[src/rtl/mdmlb_pkg.sv]
package mdmlb_pkg;

  // control register bit positions (behavioural: loopback maps bits 3..0 onto status lines)
  localparam int CB_DTR  = 0;
  localparam int CB_RTS  = 1;
  localparam int CB_AUX  = 2;
  localparam int CB_IEN  = 3;
  localparam int CB_LOOP = 4;
  localparam int CTL_W   = 5;

  // status line order inside a 4-bit level vector: {cd, ri, dsr, cts}
  localparam int LN_CTS = 0;
  localparam int LN_DSR = 1;
  localparam int LN_RI  = 2;
  localparam int LN_CD  = 3;
  localparam int LINES  = 4;

  typedef logic [LINES-1:0] mdm_lines_t;

  // loopback source for each status line, indexed by line
  function automatic mdm_lines_t f_loop_src(input logic [CTL_W-1:0] ctl);
    mdm_lines_t r;
    r[LN_CTS] = ctl[CB_DTR];
    r[LN_DSR] = ctl[CB_RTS];
    r[LN_RI]  = ctl[CB_AUX];
    r[LN_CD]  = ctl[CB_IEN];
    return r;
  endfunction

  // change events: any edge on CTS/DSR/CD, trailing edge only on RI
  function automatic mdm_lines_t f_events(input mdm_lines_t prev, input mdm_lines_t cur);
    mdm_lines_t e;
    e         = prev ^ cur;
    e[LN_RI]  = prev[LN_RI] & ~cur[LN_RI];
    return e;
  endfunction

endpackage

[src/rtl/mdmlb_sync.sv]
module mdmlb_sync #(
  parameter int W      = 4,
  parameter int STAGES = 2
) (
  input  logic         clk,
  input  logic         rst_n,
  input  logic [W-1:0] d,
  output logic [W-1:0] q
);
  localparam int LAST = STAGES - 1;

  logic [STAGES-1:0][W-1:0] stg_q;

  always_ff @(posedge clk or negedge rst_n) begin
    if (!rst_n) begin
      stg_q <= '0;
    end else begin
      stg_q[0] <= d;
      for (int s = 1; s < STAGES; s++) stg_q[s] <= stg_q[s-1];
    end
  end

  assign q = stg_q[LAST];

endmodule

[src/rtl/mdmlb_ctl.sv]
module mdmlb_ctl
  import mdmlb_pkg::*;
#(
  parameter int DATA_W = 8
) (
  input  logic              clk,
  input  logic              rst_n,
  input  logic              wr,
  input  logic [DATA_W-1:0] wdata,
  output logic [CTL_W-1:0]  ctl_q,
  output logic [DATA_W-1:0] rdata
);
  logic unused_hi;

  assign unused_hi = ^wdata[DATA_W-1:CTL_W];

  always_ff @(posedge clk or negedge rst_n) begin
    if (!rst_n)  ctl_q <= '0;
    else if (wr) ctl_q <= wdata[CTL_W-1:0];
  end

  assign rdata = DATA_W'(ctl_q);

  p_hold_ctl_r9: assert property (@(posedge clk) disable iff (!rst_n)
    !wr |=> $stable(ctl_q));

endmodule

[src/rtl/mdmlb_route.sv]
module mdmlb_route
  import mdmlb_pkg::*;
(
  input  logic             loop_en,
  input  logic [CTL_W-1:0] ctl_q,
  input  mdm_lines_t       pin_lines,
  input  logic             core_tx,
  input  logic             pin_rx,
  output mdm_lines_t       lines,
  output logic             core_rx,
  output logic             pin_tx,
  output logic             pin_dtr,
  output logic             pin_rts
);
  mdm_lines_t loop_src;

  assign loop_src = f_loop_src(ctl_q);

  for (genvar i = 0; i < LINES; i++) begin : g_line
    assign lines[i] = loop_en ? loop_src[i] : pin_lines[i];
  end

  assign core_rx = loop_en ? core_tx : pin_rx;
  assign pin_tx  = loop_en ? 1'b1    : core_tx;
  assign pin_dtr = ~loop_en & ctl_q[CB_DTR];
  assign pin_rts = ~loop_en & ctl_q[CB_RTS];

endmodule

[src/rtl/mdmlb_status.sv]
module mdmlb_status
  import mdmlb_pkg::*;
(
  input  logic       clk,
  input  logic       rst_n,
  input  mdm_lines_t lines,
  input  logic       rd,
  input  logic       msi_en,
  output mdm_lines_t events,
  output mdm_lines_t flags_q,
  output logic [7:0] sts,
  output logic       irq
);
  mdm_lines_t prev_q;
  mdm_lines_t flags_d;

  assign events  = f_events(prev_q, lines);
  assign flags_d = (rd ? '0 : flags_q) | events;

  always_ff @(posedge clk or negedge rst_n) begin
    if (!rst_n) begin
      prev_q  <= '0;
      flags_q <= '0;
    end else begin
      prev_q  <= lines;
      flags_q <= flags_d;
    end
  end

  assign sts = {lines, flags_q};
  assign irq = msi_en & (|flags_q);

  p_evt_sets_r4: assert property (@(posedge clk) disable iff (!rst_n)
    (events != '0) |=> ((flags_q & $past(events)) == $past(events)));

  p_ri_lead_r5: assert property (@(posedge clk) disable iff (!rst_n)
    (!prev_q[LN_RI] && lines[LN_RI] && !flags_q[LN_RI]) |=> !flags_q[LN_RI]);

  p_sticky_r6: assert property (@(posedge clk) disable iff (!rst_n)
    !rd |=> ((flags_q & $past(flags_q)) == $past(flags_q)));

  p_rd_clear_r7: assert property (@(posedge clk) disable iff (!rst_n)
    (rd && events == '0) |=> (flags_q == '0));

endmodule

[src/rtl/uart_modem_loopback.sv]
module uart_modem_loopback
  import mdmlb_pkg::*;
#(
  parameter int DATA_W      = 8,
  parameter int SYNC_STAGES = 2
) (
  input  logic              clk,
  input  logic              rst_n,
  input  logic              ctl_wr,
  input  logic [DATA_W-1:0] ctl_wdata,
  output logic [DATA_W-1:0] ctl_rdata,
  input  logic              sts_rd,
  output logic [7:0]        sts_rdata,
  input  logic              msi_en,
  output logic              irq_modem,
  input  logic              pin_cts,
  input  logic              pin_dsr,
  input  logic              pin_ri,
  input  logic              pin_cd,
  input  logic              pin_rx,
  output logic              pin_tx,
  output logic              pin_dtr,
  output logic              pin_rts,
  input  logic              core_tx,
  output logic              core_rx
);
  logic [CTL_W-1:0] ctl_q;
  mdm_lines_t       pin_raw;
  mdm_lines_t       pin_sync;
  mdm_lines_t       lines;
  mdm_lines_t       events;
  mdm_lines_t       flags_q;
  logic             loop_en;

  assign pin_raw[LN_CTS] = pin_cts;
  assign pin_raw[LN_DSR] = pin_dsr;
  assign pin_raw[LN_RI]  = pin_ri;
  assign pin_raw[LN_CD]  = pin_cd;

  mdmlb_ctl #(.DATA_W(DATA_W)) u_ctl (
    .clk   (clk),
    .rst_n (rst_n),
    .wr    (ctl_wr),
    .wdata (ctl_wdata),
    .ctl_q (ctl_q),
    .rdata (ctl_rdata)
  );

  assign loop_en = ctl_q[CB_LOOP];

  mdmlb_sync #(.W(LINES), .STAGES(SYNC_STAGES)) u_sync (
    .clk   (clk),
    .rst_n (rst_n),
    .d     (pin_raw),
    .q     (pin_sync)
  );

  mdmlb_route u_route (
    .loop_en   (loop_en),
    .ctl_q     (ctl_q),
    .pin_lines (pin_sync),
    .core_tx   (core_tx),
    .pin_rx    (pin_rx),
    .lines     (lines),
    .core_rx   (core_rx),
    .pin_tx    (pin_tx),
    .pin_dtr   (pin_dtr),
    .pin_rts   (pin_rts)
  );

  mdmlb_status u_status (
    .clk     (clk),
    .rst_n   (rst_n),
    .lines   (lines),
    .rd      (sts_rd),
    .msi_en  (msi_en),
    .events  (events),
    .flags_q (flags_q),
    .sts     (sts_rdata),
    .irq     (irq_modem)
  );

  p_echo_r1: assert property (@(posedge clk) disable iff (!rst_n)
    ctl_rdata[CB_LOOP] |-> (core_rx == core_tx));

  p_quiet_pins_r2: assert property (@(posedge clk) disable iff (!rst_n)
    ctl_rdata[CB_LOOP] |-> (pin_tx && !pin_dtr && !pin_rts));

  p_loop_map_r3: assert property (@(posedge clk) disable iff (!rst_n)
    ctl_rdata[CB_LOOP] |-> (sts_rdata[7:4] == ctl_rdata[3:0]));

  p_irq_src_r8: assert property (@(posedge clk) disable iff (!rst_n)
    irq_modem |-> (msi_en && (sts_rdata[3:0] != 4'h0)));

  p_irq_hi_r8: assert property (@(posedge clk) disable iff (!rst_n)
    (msi_en && (flags_q != '0)) |-> irq_modem);

endmodule

[config.mk]
export PLATFORM = sky130hd
export DESIGN_NAME = uart_modem_loopback
export DESIGN_NICKNAME = d
export VERILOG_FILES = /design/src/rtl/mdmlb_pkg.sv /design/src/rtl/mdmlb_sync.sv /design/src/rtl/mdmlb_ctl.sv /design/src/rtl/mdmlb_route.sv /design/src/rtl/mdmlb_status.sv /design/src/rtl/uart_modem_loopback.sv
export SDC_FILE = /design/constraint.sdc
export NUM_CORES = 1
export LEC_CHECK = 0
export BUFFER_PORTS_ARGS = -buffer_cell sky130_fd_sc_hd__buf_2
export CORE_UTILIZATION = 39
export DETAILED_ROUTE_END_ITERATION = 12
export GPL_TIMING_DRIVEN = 0
export PLACE_DENSITY = 0.81
export REMOVE_ABC_BUFFERS = 1
export SLEW_MARGIN = 40
export SYNTH_ARGS = -nofsm -noshare
export SYNTH_HDL_FRONTEND = slang
export SYNTH_SLANG_ARGS = --single-unit
[constraint.sdc]
create_clock -name clk -period 1.2 [get_ports clk]
set_clock_uncertainty 0.05 [all_clocks]
set_input_delay 0.12 -clock clk [delete_from_list [all_inputs] [get_ports clk]]
set_output_delay 0.12 -clock clk [all_outputs]
set_load 0.05 [all_outputs]
# After elaboration in Yosys (flattened, before gate mapping)
# Index checks and enable logic that the tools add are counted.
[classes]
muxes = 7
bitwise = 8
n_reduce_logical = 1
[op_table]
columns = ["operator", "n"]
rows = [
  ["$mux 1", 6],
  ["$and 1x1->1", 4],
  ["$mux 4", 1],
  ["$or 4x4->4", 1],
  ["$reduce_or 4->1", 1],
  ["$xor 4x4->4", 1],
  ["$not 1->1", 2],
]
[word_totals]
wordCells = 21
out_inout_bits = 21
reg_bits = 21
input_bits = 19

# Longest topological paths before layout
# Gate-level depths: netlist (run 1).
[logic_depth]
depth_word = 4
depth_mapped = 4
depth_no_buf = 3

# Hierarchy
# From an unflattened synthesis (run 1), not the netlist that was laid out.
[unflattened]
hier_cells = 66
hier_area_um2 = 924.6
[by_module_without_submodules]
columns = ["module", "instances", "area_per_inst_um2", "cells_each", "seq_area_each_um2"]
rows = [
  ["mdmlb_status", 1, 339.1, 26, 200.2],
  ["mdmlb_ctl", 1, 245.2, 19, 125.1],
  ["mdmlb_sync", 1, 230.2, 12, 200.2],
  ["mdmlb_route", 1, 110.1, 9, 0.0],
]

# Worst setup path before layout (run 1)
# Ideal clock, no wire load.
[synth_timing]
kind = "reg2out"
from = "register u_status.flags_q[1]"
to = "output port irq_modem"
path_stages_with_launch = 2
path_slack_ns = -0.210
n_path_buf = 0
arrival_time_ns = 1.240
cell_sequence = "dfrtp_1 o41a_1"
[synth_via]
elab_chain_len = 2
[synth_lines]
columns = ["item", "line_no", "rtl"]
rows = [
  ["from (decl)", "mdmlb_status.sv:10", "output mdm_lines_t flags_q,"],
  ["from (signal assigned)", "mdmlb_status.sv:26", "flags_q <= flags_d;"],
  ["$reduce_or 4->1", "mdmlb_status.sv:31", "assign irq = msi_en & (|flags_q);"],
  ["$and 1x1->1", "mdmlb_status.sv:31", ""],
  ["to (decl)", "uart_modem_loopback.sv:15", "output logic irq_modem,"],
]
# Every way passes these cells.

# Final worst setup path (run 1)
[layout_timing]
from = "register u_ctl.ctl_q[4]"
to = "output port sts_rdata[5]"
[layout_via]
elab_chain_len = 1
[layout_lines]
columns = ["item", "line_no", "rtl"]
rows = [
  ["from (decl)", "mdmlb_ctl.sv:10", "output logic [CTL_W-1:0] ctl_q,"],
  ["from (signal assigned)", "mdmlb_ctl.sv:19", "else if (wr) ctl_q <= wdata[CTL_W-1:0];"],
  ["$mux 1", "mdmlb_route.sv:20", "assign lines[i] = loop_en ? loop_src[i] : pin_lines[i];"],
  ["to (decl)", "uart_modem_loopback.sv:13", "output logic [7:0] sts_rdata,"],
]
# Every way passes these cells.

==> results.txt, run 1 <==
Synth Flop Type -> sky130_fd_sc_hd__dfrtp_1
Die X -> 48.0 µm
Origin of the critical flop-to-flop path -> u_ctl.ctl_q[4]
DRC violation count after routing -> 0
Async SR Flop Fraction -> 1.00
Leakage -> 0.623 nW
Standard cell core area -> 1980 µm²
Routability Congestion -> 0.646
H-tree depth -> 1
Post-Place Setup Slack -> -181 ps
First-pass GRT wire length -> 2510 µm
Kind of critical path -> flip-flop to output port
Number of nets in the final layout -> 129
Number of pins exceeding their max-slew limit in the final report -> 0
Post-synthesis sequential element count -> 21
Clock root buffer master -> sky130_fd_sc_hd__clkbuf_4
Initial DRT Pass Iterations -> 2
Combined global-route utilization of all metal layers -> 0.164
Clock slew at the register clock pins of the worst setup and hold paths -> 110 ps
Count of routing violations after the opening detailed-route iteration -> 2
Total placed instance area -> 991 µm²
Nature of the critical path startpoint -> flip-flop
Arrival @ worst endpoint -> 1380 ps
Clock tree buffer depth -> 2
Worst IR Drop VDD -> 0.000975 V
Failing checks -> setup timing
Routed wire length -> 1670 µm
Via count -> 605
Count of buffers from port buffering -> 33
Period utilisation layout -> 1.29
Pwr dens -> 1450 nW/µm²
CP max FO -> 6
CTS Sinks -> 21
Final worst setup slack -> -348 ps
Antenna violations before repair -> 0
Unique masters post-synth -> 14
Run status -> finished with violations
Sum of net half-perimeters after detailed placement -> 931 µm
# Max-Cap Violations -> 0
Fraction of final layout cells sized beyond drive strength 1 -> 0.569
Number of flops mapped to enable cells by yosys -> 0
Pin count of the biggest net entering global routing -> 22
Area growth syn-to-layout -> 58.5%
Accumulated negative setup slack -> -3410 ps
Number of vias per cell -> 4.45
Count of synthesis-stage warnings from yosys -> 0
Row cnt -> 16
Cell area after layout -> 1310 µm²
Worst r2r path cells -> 5
Initial Util -> 0.417
Clock latency on the worst-skew pair -> 300 ps
Number of instances in the synthesized netlist -> 56
Worst hold start -> sts_rd
Data required time at the worst endpoint -> 1030 ps
WL/cell -> 12.3 µm
Final number of setup-violating endpoints -> 15
Y dimension of the die -> 48.0 µm
IO Count -> 40
CP startpoint -> u_ctl.ctl_q[4]
Max Clock Freq -> 646 MHz
Via count of the first global-routing pass -> 601
Min cycle time layout -> 1550 ps
Unrepaired setup endpoints after global routing -> yes
Post-synthesis cell area -> 826 µm²
Kind of path behind the tightest hold check -> primary input to flip-flop
Cells on Worst Hold Path -> 2
Clock tree from TritonCTS -> done
Type of destination of the critical path -> output port
GRT overflow -> 0
Residual antenna-violating net count after detailed routing -> 0
Total power -> 1.89 mW
Area enclosed by the die boundary -> 2310 µm²
Syn_area_per_cell -> 14.7 µm²
Number of buffers added by the clock tree synthesis step -> 3
Count of antenna diodes in the layout -> 0
Sequential share of the synthesized area -> 0.636
Count of endpoints failing hold in the final timing report -> 0
==> area by class of cell <==
| cell class | instances | area, µm² |
|---|---|---|
| Inverter | 2 | 7.51 |
| Sequential cell | 21 | 527 |
| Clock buffer | 4 | 26.3 |
| Tap cell | 27 | 33.8 |
| Timing Repair Buffer | 52 | 443 |
| Multi-Input combinational cell | 30 | 272 |
| Fill cell | 151 | 673 |
==> cell usage after synthesis, types with 2 or more instances <==
cell type | count | share of area
sky130_fd_sc_hd__inv_1 | 2 | 0.0091
sky130_fd_sc_hd__nor2b_1 | 6 | 0.045
sky130_fd_sc_hd__a21oi_1 | 3 | 0.018
sky130_fd_sc_hd__buf_4 | 4 | 0.036
sky130_fd_sc_hd__mux2_2 | 7 | 0.095
sky130_fd_sc_hd__nor3_2 | 3 | 0.036
sky130_fd_sc_hd__dfrtp_1 | 21 | 0.64
sky130_fd_sc_hd__mux2_4 | 3 | 0.055
sky130_fd_sc_hd__and2b_2 | 2 | 0.021
==> what timing repair did <==
item,in CTS,in global routing
gates resized for setup,33,7
pin swaps,2,2
setup buffers,8,2
endpoints found under the setup margin,14,16
cloned,0,0
hold buffers,10,0
hold endpoints to repair,30,0
==> metrics by stage <==
stage / utilization / hold slack [ps] / std cells
3_5_place_dp: 0.500 / 43.4 / 113
5_1_grt: 0.660 / 15.3 / 136
3_3_place_gp: 0.500 / 33.4 / 113
6_report: 0.660 / 6.30 / 136
2_1_floorplan: - / -226 / 53
4_1_cts: 0.644 / 6.60 / 135
==> registers in the layout (all words and copies together), names as in the netlist <==
register,count
u_ctl.ctl_q,5
u_status.flags_q,4
u_status.prev_q,4
u_sync.q,4
u_sync.stg_q,4
==> critical path, cell delays in order (launching register included) <==
cell and delay, ps:
sky130_fd_sc_hd__dfrtp_2 480, sky130_fd_sc_hd__buf_6 140, sky130_fd_sc_hd__mux2_4 300, sky130_fd_sc_hd__buf_8 150
==> per-layer routing <==
metal,global-route usage,part of all wire,vias to the layer above
met5,0,0,-
met4,0.0833,0.0030,0
met3,0.0226,0.049,2
met2,0.292,0.55,28
met1,0.191,0.40,289
li1,-,-,286
==> path summary, 6_finish.rpt <==
check                                 endpoint  slack [ps]
max                               sts_rdata[5]        -350
min reg2reg                        u_sync.q[1]         310
min                        u_status.flags_q[2]           6
min in group asynchronous       u_ctl.ctl_q[4]         240
max in group asynchronous       u_ctl.ctl_q[4]         530
max reg2reg                u_status.flags_q[1]        -230
==> placed cells by master, fill, tap and decap left out, types with 3 or more instances in the layout <==
master and n:
sky130_fd_sc_hd__nor2b_1 6, sky130_fd_sc_hd__mux2_4 4, sky130_fd_sc_hd__dlygate4sd3_1 10, sky130_fd_sc_hd__buf_2 22
sky130_fd_sc_hd__buf_6 10, sky130_fd_sc_hd__dfrtp_1 20, sky130_fd_sc_hd__mux2_2 6, sky130_fd_sc_hd__conb_1 3
sky130_fd_sc_hd__buf_4 4, sky130_fd_sc_hd__a21oi_1 3, sky130_fd_sc_hd__clkbuf_4 3, sky130_fd_sc_hd__buf_8 6
==> kinds of logic after synthesis <==
kind of cell           Yosys count  synth area share
DFF                             21             0.636
and+or+nand+nor                 12             0.111
muxes                           10             0.150
buffers and inverters            7            0.0591
AOI/OAI and AO/OA                5            0.0394
other                            1           0.00454
==> where the power goes <==
part / switching (mW) / internal (mW)
sequential: 0.0517 / 0.780
combinational: 0.433 / 0.299
clock: 0.201 / 0.129
Note: power is estimated with default switching activity, not from simulation.
==> run 2: changes to the inputs <==
--- a/config.mk
+++ b/config.mk
@@ -5,8 +5,12 @@
 export SDC_FILE = /design/constraint.sdc
 export NUM_CORES = 1
 export LEC_CHECK = 0
+export ABC_CLOCK_PERIOD_IN_PS = 1200
 export BUFFER_PORTS_ARGS = -buffer_cell sky130_fd_sc_hd__buf_2
-export CORE_UTILIZATION = 39
+export CELL_PAD_IN_SITES_DETAIL_PLACEMENT = 0
+export CELL_PAD_IN_SITES_GLOBAL_PLACEMENT = 1
+export CORE_ASPECT_RATIO = 2
+export CORE_UTILIZATION = 30
 export DETAILED_ROUTE_END_ITERATION = 12
 export GPL_TIMING_DRIVEN = 0
 export PLACE_DENSITY = 0.81
==> results.txt, run 2 (same netlist as run 1, synthesis figures left out) <==
Run status -> finished with violations
Failing checks -> setup timing
Kind of path behind the tightest hold check -> primary input to flip-flop
DRC violation count after routing -> 0 (unchanged)
Clock tree from TritonCTS -> done
Commonest cells after routing, fill and taps aside -> sky130_fd_sc_hd__buf_2, sky130_fd_sc_hd__dfrtp_1, sky130_fd_sc_hd__buf_6
Crit-path max cell delay -> 480 ps (about the same)
Arrival @ worst endpoint -> 1260 ps (-120 ps)
Combined global-route utilization of all metal layers -> 0.105 (-0.0595)
Post-Place Setup Slack -> -157 ps (+23.9 ps)
Final Instance Count excl. Fillers -> 133 (-2.2%)
Number of pins exceeding their max-slew limit in the final report -> 0 (unchanged)
Count of antenna diodes in the layout -> 0 (unchanged)
Commonest non-fill, non-tap cell in the layout -> sky130_fd_sc_hd__buf_2
Pin count of the biggest net entering global routing -> 22 (unchanged)
Clock root buffer master -> sky130_fd_sc_hd__clkbuf_8
Sum of net half-perimeters after detailed placement -> 1070 µm (+15%)
Residual antenna-violating net count after detailed routing -> 0 (unchanged)
Worst r2r path cells -> 4 (-1)
Total placed instance area -> 992 µm² (+0.13%)
Routability Congestion -> 0.626 (-3.1%)
Row cnt -> 26 (+10)
Area enclosed by the die boundary -> 2980 µm² (+29%)
First-pass GRT wire length -> 2240 µm (-11%)
CP max FO -> 6 (unchanged)
WL/cell -> 11.5 µm (-6.4%)
Accumulated negative setup slack -> -2270 ps (+1130 ps)
Area growth syn-to-layout -> 52.7%
Kind of critical path -> flip-flop to output port
Cell class contributing the biggest share of worst-path delay -> flip-flops
Nature of the critical path startpoint -> flip-flop
Max Clock Freq -> 698 MHz (+8.0%)
Y dimension of the die -> 76.2 µm (+59%)
Min cycle time layout -> 1430 ps (-115 ps)
Count of endpoints failing hold in the final timing report -> 0 (unchanged)
Antenna violations before repair -> 0 (unchanged)
Final number of setup-violating endpoints -> 14 (-1)
Via count of the first global-routing pass -> 559 (-7.0%)
Fraction of final layout cells sized beyond drive strength 1 -> 0.610 (+0.0407)
Number of vias per cell -> 4.51 (+1.4%)
Clock tree buffer depth -> 2 (unchanged)
Initial Util -> 0.321 (-0.0953)
Clock latency on the worst-skew pair -> 250 ps (-50 ps)
Cells on Worst Hold Path -> 2 (unchanged)
Flip-flop count of the largest register, all copies and words added -> 5 (unchanged)
# Max-Cap Violations -> 0 (unchanged)
Pwr dens -> 1570 nW/µm² (+8.4%)
DP Cell Count -> 114 (+0.88%)
Data required time at the worst endpoint -> 1030 ps (about the same)
Number of buffers and inverters on the critical path -> 2 (unchanged)
Standard cell core area -> 2570 µm² (+30%)
Type of destination of the critical path -> output port
Leakage -> 0.606 nW (-2.7%)
Routed wire length -> 1530 µm (-8.4%)
Number of buffers added by the clock tree synthesis step -> 3 (unchanged)
Worst IR Drop VDD -> 0.00126 V (+29%)
Cell area after layout -> 1260 µm² (-3.6%)
GRT overflow -> 0 (unchanged)
Logic depth of the worst path, buffers included -> 3 (unchanged)
Number of nets in the final layout -> 125 (-3.1%)
Sequence of cells on the critical path -> buf_6 -> and2b_2 -> buf_8
Critical-path top delay cell -> sky130_fd_sc_hd__dfrtp_2
Via count -> 600 (-0.83%)
CTS Sinks -> 21 (unchanged)
Register-to-register path setup slack -> -90 ps (+140 ps)
Reg with most FFs -> u_ctl.ctl_q
Period utilisation layout -> 1.19 (-0.0956)
Final worst setup slack -> -233 ps (+115 ps)
Count of routing violations after the opening detailed-route iteration -> 17 (+15)
Initial DRT Pass Iterations -> 2 (unchanged)
H-tree depth -> 1 (unchanged)
Unrepaired setup endpoints after global routing -> yes
IO Count -> 40 (unchanged)
Count of buffers from port buffering -> 33 (unchanged)
Clock slew at the register clock pins of the worst setup and hold paths -> 70 ps (-40 ps)
Die X -> 39.1 µm (-19%)
run 2: cell types whose count changed in the layout (fill, tap and decap cells not counted), sizes merged:
cell         previous run  this run
buf                    42        43
dlygate4sd3            10         5
run 2: worst paths after layout:
| check | endpoint | start |
|---|---|---|
| max | pin_dtr | u_ctl.ctl_q[4] |
| min | u_ctl.ctl_q[0] | ctl_wdata[0] |
| max reg2reg | u_status.flags_q[0] | u_ctl.ctl_q[4] |
| min reg2reg | u_sync.q[3] | u_sync.stg_q[3] |
| max in group asynchronous | u_ctl.ctl_q[4] | rst_n |
| min in group asynchronous | u_sync.stg_q[3] | rst_n |
run 2: final cells by class:
class / instances / area [µm²]
Sequential cell: 21 / 527
Inverter: 2 / 7.51
Multi-Input combinational cell: 30 / 272
Clock buffer: 4 / 45.0
Tap cell: 28 / 35.0
Fill cell: 233 / 1310
Timing Repair Buffer: 48 / 375
run 2: metrics by stage:
| stage | util | power, mW | hold WS, ps |
|---|---|---|---|
| CTS | 0.478 | 1.96 | 47.6 |
| floorplan | - | 1.25 | -226 |
| global route | 0.491 | 2.06 | 44.4 |
| finish | 0.491 | 1.98 | 51.5 |
| global placement | 0.386 | 1.38 | 33.8 |
| detailed placement | 0.386 | 1.39 | 38.4 |
run 2: what timing repair did:
action	4_1_cts	5_1_grt
pin swaps	2	0
hold endpoints to repair	25	0
setup endpoints to repair	14	13
cloned	0	0
hold buffers	5	0
buffers inserted	7	3
resized for setup	29	2
run 2: metal layers:
metal / GRT usage / share of wire / routed length, µm
met4: 0.0414 / 0.0085 / 13
met1: 0.108 / 0.35 / 533
met3: 0.0204 / 0.041 / 63
met5: 0 / 0 / 0
met2: 0.188 / 0.60 / 919
run 2: worst register-to-register path, delay by kind of cell (launching register included):
kind / cells / cell delay, ps
DFF: 1 / 480
AOI/OAI and AO/OA: 1 / 50
muxes: 1 / 340
and+or+nand+nor: 1 / 130
buffers and inverters: 1 / 120
run 2: where the power goes:
group	leakage (nW)	internal (mW)	total, mW	switching, mW
Sequential	0.241	0.781	0.831	0.0497
Clock	0.0228	0.235	0.437	0.201
Combinational	0.342	0.284	0.710	0.426
